`config.mk`:
```
export PLATFORM = sky130hd
export DESIGN_NAME = edh_gen
export DESIGN_NICKNAME = d
export VERILOG_FILES = /design/src/rtl/edh_pkg.sv /design/src/rtl/edh_trs.sv /design/src/rtl/edh_sum.sv /design/src/rtl/edh_pkt.sv /design/src/rtl/edh_gen.sv
export SDC_FILE = /design/constraint.sdc
export NUM_CORES = 1
export LEC_CHECK = 0
export BUFFER_PORTS_ARGS = -buffer_cell sky130_fd_sc_hd__buf_2
export CAP_MARGIN = 10
export CORE_MARGIN = 4
export CORE_UTILIZATION = 57
export CTS_CLUSTER_DIAMETER = 150
export CTS_CLUSTER_SIZE = 12
export DETAILED_ROUTE_END_ITERATION = 7
export GPL_ROUTABILITY_DRIVEN = 0
export PLACE_DENSITY = 0.83
export SLEW_MARGIN = 20
export SYNTH_ARGS = -nofsm -noshare
export SYNTH_HDL_FRONTEND = slang
export SYNTH_SLANG_ARGS = --single-unit
```
`constraint.sdc`:
```
create_clock -name clk -period 3.4 [get_ports clk]
set_input_delay 0.34 -clock clk [delete_from_list [all_inputs] [get_ports clk]]
set_output_delay 0.34 -clock clk [all_outputs]
set_load 0.1 [all_outputs]
```
`src/rtl/edh_pkg.sv`:
```
package edh_pkg;
    localparam int unsigned WORD_W   = 10;
    localparam int unsigned SUM_W    = 16;
    localparam logic [15:0] SUM_POLY = 16'h1021;
    localparam int unsigned PKT_LEN  = 13;
    localparam logic [7:0]  PKT_DC   = 8'd7;
    localparam logic [9:0]  TRS_ONES = 10'h3FF;
    localparam logic [9:0]  TRS_ZERO = 10'h000;

    // one 10-bit word into the running sum, least significant bit first
    function automatic logic [SUM_W-1:0] sum_step(input logic [SUM_W-1:0] c,
                                                   input logic [WORD_W-1:0] w);
        logic [SUM_W-1:0] r;
        logic fb;
        r = c;
        for (int i = 0; i < WORD_W; i++) begin
            fb = r[SUM_W-1] ^ w[i];
            r  = {r[SUM_W-2:0], 1'b0};
            if (fb) r = r ^ SUM_POLY;
        end
        return r;
    endfunction

    // payload byte with even parity in bit 8 and its inverse in bit 9
    function automatic logic [WORD_W-1:0] fmt_word(input logic [7:0] b);
        return {~(^b), ^b, b};
    endfunction
endpackage

```
`src/rtl/edh_trs.sv`:
```
module edh_trs
    import edh_pkg::*;
#(
    parameter int unsigned ACT_WORDS = 1440
) (
    input  logic              clk,
    input  logic              rst_n,
    input  logic [WORD_W-1:0] word_i,
    output logic              fld_start_o,
    output logic              ap_take_o,
    output logic              slot_go_o
);
    localparam int unsigned CW = $clog2(ACT_WORDS + 1);

    typedef struct packed {
        logic [2:0][WORD_W-1:0] hist;
        logic                   fld;
        logic                   seen;
        logic                   last_v;
        logic [CW-1:0]          apc;
    } trs_t;

    trs_t s_q, s_d;
    logic xyz_hit, sav_hit, eav_hit;

    always_comb begin
        s_d     = s_q;
        xyz_hit = (s_q.hist[2] == TRS_ONES) && (s_q.hist[1] == TRS_ZERO)
                  && (s_q.hist[0] == TRS_ZERO);
        sav_hit = xyz_hit && !word_i[6];
        eav_hit = xyz_hit && word_i[6];

        fld_start_o = xyz_hit && s_q.seen && (word_i[8] != s_q.fld);
        slot_go_o   = eav_hit && word_i[7] && !s_q.last_v;
        ap_take_o   = (s_q.apc != '0);

        s_d.hist = {s_q.hist[1:0], word_i};
        if (sav_hit && !word_i[7]) begin
            s_d.apc = CW'(ACT_WORDS);
        end else if (s_q.apc != '0) begin
            s_d.apc = s_q.apc - 1'b1;
        end
        if (xyz_hit) begin
            s_d.fld  = word_i[8];
            s_d.seen = 1'b1;
        end
        if (eav_hit) begin
            s_d.last_v = word_i[7];
        end
    end

    always_ff @(posedge clk or negedge rst_n) begin
        if (!rst_n) begin
            s_q        <= '0;
            s_q.last_v <= 1'b1;
        end else begin
            s_q <= s_d;
        end
    end
endmodule

```
`src/rtl/edh_sum.sv`:
```
module edh_sum
    import edh_pkg::*;
(
    input  logic              clk,
    input  logic              rst_n,
    input  logic [WORD_W-1:0] word_i,
    input  logic              restart_i,
    input  logic              take_i,
    output logic [SUM_W-1:0]  res_o
);
    typedef struct packed {
        logic [SUM_W-1:0] run;
        logic [SUM_W-1:0] res;
    } sum_t;

    sum_t s_q, s_d;

    always_comb begin
        s_d = s_q;
        if (restart_i) begin
            s_d.res = s_q.run;
            s_d.run = take_i ? sum_step('0, word_i) : '0;
        end else if (take_i) begin
            s_d.run = sum_step(s_q.run, word_i);
        end
    end

    always_ff @(posedge clk or negedge rst_n) begin
        if (!rst_n) s_q <= '0;
        else        s_q <= s_d;
    end

    assign res_o = s_q.res;
endmodule

```
`src/rtl/edh_pkt.sv`:
```
module edh_pkt
    import edh_pkg::*;
#(
    parameter logic [7:0] EDH_DID = 8'hF4
) (
    input  logic              clk,
    input  logic              rst_n,
    input  logic [WORD_W-1:0] word_i,
    input  logic              slot_go_i,
    input  logic              fld_start_i,
    input  logic [SUM_W-1:0]  ap_res_i,
    input  logic [SUM_W-1:0]  ff_res_i,
    input  logic              en_i,
    input  logic              force_i,
    input  logic              clr_i,
    output logic [WORD_W-1:0] word_o,
    output logic              slot_act_o,
    output logic [3:0]        slot_idx_o,
    output logic              repl_o,
    output logic [3:0]        sts_o,
    output logic [3:0]        sts_set_o,
    output logic              ok_o
);
    localparam logic [3:0] LAST_IDX = 4'(PKT_LEN - 1);

    typedef struct packed {
        logic [WORD_W-1:0] out;
        logic              act;
        logic [3:0]        idx;
        logic              match;
        logic              en;
        logic              frc;
        logic [11:0]       rx_ap;
        logic [11:0]       rx_ff;
        logic              ap_bad;
        logic              ff_bad;
        logic [8:0]        cs;
        logic              ok;
        logic [3:0]        sts;
    } pkt_t;

    pkt_t s_q, s_d;
    logic [WORD_W-1:0] hdr_w, tmpl_w;
    logic              m_now;
    logic [3:0]        flags;

    always_comb begin
        s_d = s_q;

        case (s_q.idx)
            4'd0:    hdr_w = TRS_ZERO;
            4'd1:    hdr_w = TRS_ONES;
            4'd2:    hdr_w = TRS_ONES;
            4'd3:    hdr_w = fmt_word(EDH_DID);
            4'd4:    hdr_w = fmt_word(PKT_DC);
            default: hdr_w = '0;
        endcase

        m_now = s_q.match && ((s_q.idx > 4'd4) || (word_i == hdr_w));
        flags = {m_now & (word_i[2] | word_i[3]), s_q.ff_bad,
                 m_now & (word_i[0] | word_i[1]), s_q.ap_bad};

        case (s_q.idx)
            4'd5:    tmpl_w = fmt_word({ap_res_i[5:0], 2'b00});
            4'd6:    tmpl_w = fmt_word({ap_res_i[11:6], 2'b00});
            4'd7:    tmpl_w = fmt_word({s_q.ok, 1'b0, ap_res_i[15:12], 2'b00});
            4'd8:    tmpl_w = fmt_word({ff_res_i[5:0], 2'b00});
            4'd9:    tmpl_w = fmt_word({ff_res_i[11:6], 2'b00});
            4'd10:   tmpl_w = fmt_word({s_q.ok, 1'b0, ff_res_i[15:12], 2'b00});
            4'd11:   tmpl_w = fmt_word({4'b0000, flags});
            4'd12:   tmpl_w = {~s_q.cs[8], s_q.cs};
            default: tmpl_w = hdr_w;
        endcase

        repl_o    = s_q.act && s_q.en && (s_q.frc || m_now);
        sts_set_o = (s_q.act && (s_q.idx == 4'd11) && repl_o) ? flags : 4'b0000;

        s_d.out = repl_o ? tmpl_w : word_i;
        s_d.ok  = s_q.ok | fld_start_i;
        s_d.sts = (clr_i ? 4'b0000 : s_q.sts) | sts_set_o;

        if (slot_go_i && !s_q.act) begin
            s_d.act    = 1'b1;
            s_d.idx    = '0;
            s_d.match  = 1'b1;
            s_d.en     = en_i;
            s_d.frc    = force_i;
            s_d.rx_ap  = '0;
            s_d.rx_ff  = '0;
            s_d.ap_bad = 1'b0;
            s_d.ff_bad = 1'b0;
            s_d.cs     = '0;
        end else if (s_q.act) begin
            s_d.idx = s_q.idx + 4'd1;
            if (s_q.idx == LAST_IDX) s_d.act = 1'b0;
            if ((s_q.idx <= 4'd4) && (word_i != hdr_w)) s_d.match = 1'b0;
            if ((s_q.idx >= 4'd3) && (s_q.idx <= 4'd11)) s_d.cs = s_q.cs + tmpl_w[8:0];
            if (m_now) begin
                case (s_q.idx)
                    4'd5:  s_d.rx_ap[5:0]  = word_i[7:2];
                    4'd6:  s_d.rx_ap[11:6] = word_i[7:2];
                    4'd7:  s_d.ap_bad = word_i[7] && s_q.ok
                                        && ({word_i[5:2], s_q.rx_ap} != ap_res_i);
                    4'd8:  s_d.rx_ff[5:0]  = word_i[7:2];
                    4'd9:  s_d.rx_ff[11:6] = word_i[7:2];
                    4'd10: s_d.ff_bad = word_i[7] && s_q.ok
                                        && ({word_i[5:2], s_q.rx_ff} != ff_res_i);
                    default: ;
                endcase
            end
        end
    end

    always_ff @(posedge clk or negedge rst_n) begin
        if (!rst_n) s_q <= '0;
        else        s_q <= s_d;
    end

    assign word_o     = s_q.out;
    assign slot_act_o = s_q.act;
    assign slot_idx_o = s_q.idx;
    assign sts_o      = s_q.sts;
    assign ok_o       = s_q.ok;
endmodule

```
`src/rtl/edh_gen.sv`:
```
module edh_gen
    import edh_pkg::*;
#(
    parameter int unsigned ACT_WORDS = 1440,
    parameter logic [7:0]  EDH_DID   = 8'hF4
) (
    input  logic        clk,
    input  logic        rst_n,
    input  logic [9:0]  vid_in,
    input  logic        edh_en,
    input  logic        edh_force,
    input  logic        sts_clr,
    output logic [9:0]  vid_out,
    output logic [3:0]  edh_sts
);
    localparam int unsigned N_SUMS = 2;

    logic                         fld_start, ap_take, slot_go;
    logic                         slot_act, repl, cap_ok;
    logic [3:0]                   slot_idx, sts_set;
    logic [N_SUMS-1:0]            take;
    logic [N_SUMS-1:0][SUM_W-1:0] res;

    edh_trs #(.ACT_WORDS(ACT_WORDS)) u_trs (
        .clk         (clk),
        .rst_n       (rst_n),
        .word_i      (vid_in),
        .fld_start_o (fld_start),
        .ap_take_o   (ap_take),
        .slot_go_o   (slot_go)
    );

    // index 0: active picture, index 1: full field
    assign take = {~slot_act, ap_take};

    for (genvar g = 0; g < N_SUMS; g++) begin : g_sum
        edh_sum u_sum (
            .clk       (clk),
            .rst_n     (rst_n),
            .word_i    (vid_in),
            .restart_i (fld_start),
            .take_i    (take[g]),
            .res_o     (res[g])
        );
    end

    edh_pkt #(.EDH_DID(EDH_DID)) u_pkt (
        .clk         (clk),
        .rst_n       (rst_n),
        .word_i      (vid_in),
        .slot_go_i   (slot_go),
        .fld_start_i (fld_start),
        .ap_res_i    (res[0]),
        .ff_res_i    (res[1]),
        .en_i        (edh_en),
        .force_i     (edh_force),
        .clr_i       (sts_clr),
        .word_o      (vid_out),
        .slot_act_o  (slot_act),
        .slot_idx_o  (slot_idx),
        .repl_o      (repl),
        .sts_o       (edh_sts),
        .sts_set_o   (sts_set),
        .ok_o        (cap_ok)
    );
endmodule

```
==> flow_metrics.py <==
metrics = {
    "outcome": {
        "status": "complete, but fails checks",
        "violations": "setup timing",
    },
    "synthesis": {
        "syn-cell-area_um2": 9100,
        "synthesis.nets": 974,
        "synth_warnings": 0,
        "synth_edf_count": 0,
        "yosysSeqAreaShare": 0.456,
        "yosys.area_share.xor_xnor": 0.143,
        "synth_fa_ha_area_frac": 0.0214,
        "yosys-mux-area-fraction": 0.0529,
        "yosys.area_share.simple": 0.162,
        "ys.flop_type": "dfrtp_1",
        "synth_top_family_by_area": "simple AND/OR/NAND/NOR gates",
        "yosys.cell_types.count": 63,
        "postSynthAreaPerCell_um2": 9.64,
        "synth_compound_area_frac": 0.119,
        "synthCells": 944,
        "ys_ff_latch": 166,
        "synth_async_sr_flop_share": 1.00,
    },
    "timing": {
        "relSlewSlack": 0.455,
        "period_needed_ps": 3530,
        "worst_slack_ps": -133,
        "whs_ps": 118,
        "skew_ps": 14.0,
        "setup_viol": 2,
        "fmax_ghz": 0.283,
        "final_max_slew_viol_count": 0,
        "hold_viol": 0,
        "grt_setup_unrepaired": "true",
        "tns_ps": -146,
        "period_share": 1.04,
        "tightest_slew_ps": 817,
    },
    "die": {
        "ios": 29,
        "die_w_um": 134,
        "fp-row-count": 45,
        "start_util": 0.590,
        "core-area_um2": 15400,
        "die_h_um": 134,
        "fp.dieArea_um2": 18100,
    },
    "drt": {
        "drcViolationCount": 0,
        "drt-initial-drc-count": 987,
        "drt_first_pass_iters": 7,
        "routed-wl-met3_mm": 2.28,
        "drt-total-wl_mm": 24.7,
        "vias_per_cell": 6.27,
        "drt-met1-wl_mm": 9.54,
        "final_antenna_net_count": 0,
        "routedWlPerCell_um": 20.7,
        "dr_total_vias": 7488,
        "highest_layer": "met4",
        "wl_met2_mm": 11.5,
    },
    "placed_design": {
        "place_ws_ps": -77.4,
        "portBuffers": 28,
        "placed_area_um2": 9610,
        "dp_hpwl_mm": 15.9,
        "place_inst": 1157,
    },
    "worst_setup_path": {
        "cpMostUsedCell": "buf_4",
        "worstSetupEndpointType": "register",
        "critPathKind": "reg2reg",
        "cp_data_required_time_ps": 3730,
        "cp_slowest_cell": "or4b_4",
        "arrival_ps": 3870,
        "max_stage_delay_ps": 470,
        "startpoint_type": "register",
        "crit_fanout": 6,
        "path_cells": "buf_4 > ha_2 > buf_4 > nor3_4 > o21ai_1 > a22o_1 > buf_6 > a31oi_4 > ha_4 > fa_2 > nand3_2 > a21oi_2 > nor4b_2 > buf_4 > or4b_4 > o21ai_2 > nor3_2 > mux2i_1",
    },
    "clock_network": {
        "clock_latency_ps": 440,
        "htree_levels": 4,
        "cts_buffer_depth": 2,
        "clkTransAtPathRegs_ps": 80,
        "cts_sinks": 166,
        "cts_root_buf": "clkbuf_16",
        "cts_tree": "built",
        "cts_buffers": 17,
    },
    "grt": {
        "grt_overflow": 0,
        "grt_pass1_vias": 7402,
        "grt_antenna_before_repair": 0,
        "grt_pass1_wl_mm": 38.7,
        "grt_max_degree": 83,
        "grt_use_total": 0.275,
    },
    "power": {
        "finalPower_mw": 6.63,
        "powerDensity_nw_per_um2": 638,
        "p_leak_nw": 4.63,
        "ir_drop_v": 0.000457,
    },
    "final_layout": {
        "area_growth_syn_to_layout_pct": 14.2,
        "nets": 1001,
        "stdcell_area_um2": 10400,
        "fin_cells": 1195,
        "seqCellArea_um2": 4160,
        "antenna-diode-count": 0,
        "finish.utilization": 0.674,
        "n_fill_cell": 1116,
        "multiInputGateArea_um2": 4710,
        "drive_above_1_share": 0.170,
    },
    "flow_run": {
        "maxCapViolations": 0,
    },
    "min_path": {
        "holdCritPathClass": "in2reg",
    },
}
[state kept, by name (all words and copies together), names as in the netlist]
register           flops
u_pkt.s_q             36
g_sum.u_sum.res_o     32
g_sum.u_sum.s_q       32
u_trs.s_q             24
u_trs.s_d             20
u_pkt.word_o          10
u_pkt.slot_idx_o       4
u_pkt.sts_o            4
u_pkt.flags            2
u_pkt.ok_o             1
u_pkt.slot_act_o       1
[what timing repair did]
item                                   4_1_cts  5_1_grt
endpoints found under the hold margin       65        0
buffers inserted                             1        4
hold buffers                                 1        0
resized for setup                            9       23
pin swaps                                    5       16
setup endpoints to repair                    3        3
[cells by family (layout without fill, tap and decap cells)]
| logic type | Yosys count | in the layout |
|---|---|---|
| xor+xnor | 139 | 139 |
| mux | 44 | 44 |
| flops | 166 | 166 |
| compound gates | 172 | 172 |
| buf+inv | 91 | 131 |
| simple gates | 317 | 317 |
| fa+ha+maj | 15 | 15 |
[path summary, 6_finish.rpt]
check	from	to	slack, ps	cells after the start
max	u_pkt.slot_idx_o[1]	u_pkt.s_q[13]	-130	18
min	vid_in[9]	u_trs.s_d[33]	120	1
max reg2reg	u_pkt.slot_idx_o[1]	u_pkt.s_q[13]	-130	18
min reg2reg	u_trs.s_d[40]	u_trs.s_q[40]	380	0
max in group asynchronous	rst_n	u_trs.s_q[7]	2050	3
min in group asynchronous	rst_n	u_trs.s_q[39]	450	2
[area by class of cell]
cell class                      instances  area share
Multi-Input combinational cell        687       0.453
Clock buffer                           17      0.0409
Sequential cell                       166       0.400
Tap cell                              211      0.0254
Clock inverter                         15      0.0163
Inverter                               12     0.00433
Timing Repair Buffer                   87      0.0601
[power breakdown]
part / switching, mW / internal (mW) / leakage, nW / total, mW
clock: 0.949 / 0.997 / 0.294 / 1.95
combinational: 1.17 / 0.978 / 2.29 / 2.15
sequential: 0.304 / 2.24 / 2.05 / 2.54
total: 2.42 / 4.21 / 4.63 / 6.63
[synthesized netlist by cell type (all sizes together), types with 2 or more instances]
cell type / count / area share
o211ai: 11 / 0.0091
xor2: 39 / 0.038
a222oi: 5 / 0.0055
o22ai: 24 / 0.016
clkbuf: 44 / 0.018
xnor3: 6 / 0.015
or4: 3 / 0.0025
and3: 2 / 0.0014
a31oi: 7 / 0.0048
buf: 35 / 0.023
o21a: 2 / 0.0016
nand2b: 7 / 0.0048
o21ai: 45 / 0.025
ha: 14 / 0.019
nand4: 14 / 0.0096
or3: 3 / 0.0021
nor3b: 3 / 0.0025
nor4: 12 / 0.0096
dfrtp: 165 / 0.45
nand3: 11 / 0.0060
nor3: 24 / 0.013
and4: 2 / 0.0019
a21oi: 44 / 0.024
a211oi: 4 / 0.0033
nor4b: 3 / 0.0029
and2: 9 / 0.0062
nor2: 60 / 0.025
nand3b: 5 / 0.0041
mux2: 15 / 0.021
a22o: 2 / 0.0019
nand2: 148 / 0.061
mux2i: 29 / 0.032
a21o: 6 / 0.0049
xnor2: 94 / 0.090
inv: 12 / 0.0049
or2: 3 / 0.0021
nor2b: 5 / 0.0034
o32ai: 3 / 0.0029
a22oi: 8 / 0.0066
[metal layers]
layer | track usage | vias up
met2 | 0.437 | 441
met5 | 0 | -
li1 | - | 3294
met3 | 0.0668 | 148
met4 | 0.132 | 0
met1 | 0.355 | 3605
[cells in the final DEF, fill, tap and decap left out, drive strengths merged, types with 15 or more instances in the layout]
cell type,n
inv,24
xor2,39
dfrtp,165
o21ai,45
nor3,24
a21oi,44
o22ai,24
nor2,60
clkbuf,17
nand2,148
mux2,15
buf,86
xnor2,94
mux2i,29
[worst max-delay path, delay by kind of cell, from the launching register on]
| family | cells | cell delay (ps) |
|---|---|---|
| buffers and inverters | 4 | 610 |
| adder cells (fa/ha/maj) | 3 | 550 |
| AND/OR/NAND/NOR | 5 | 850 |
| multiplexers | 1 | 110 |
| flip-flops | 1 | 450 |
| AO/OA/AOI/OAI | 5 | 840 |
Note: power is estimated with default switching activity, not from simulation.
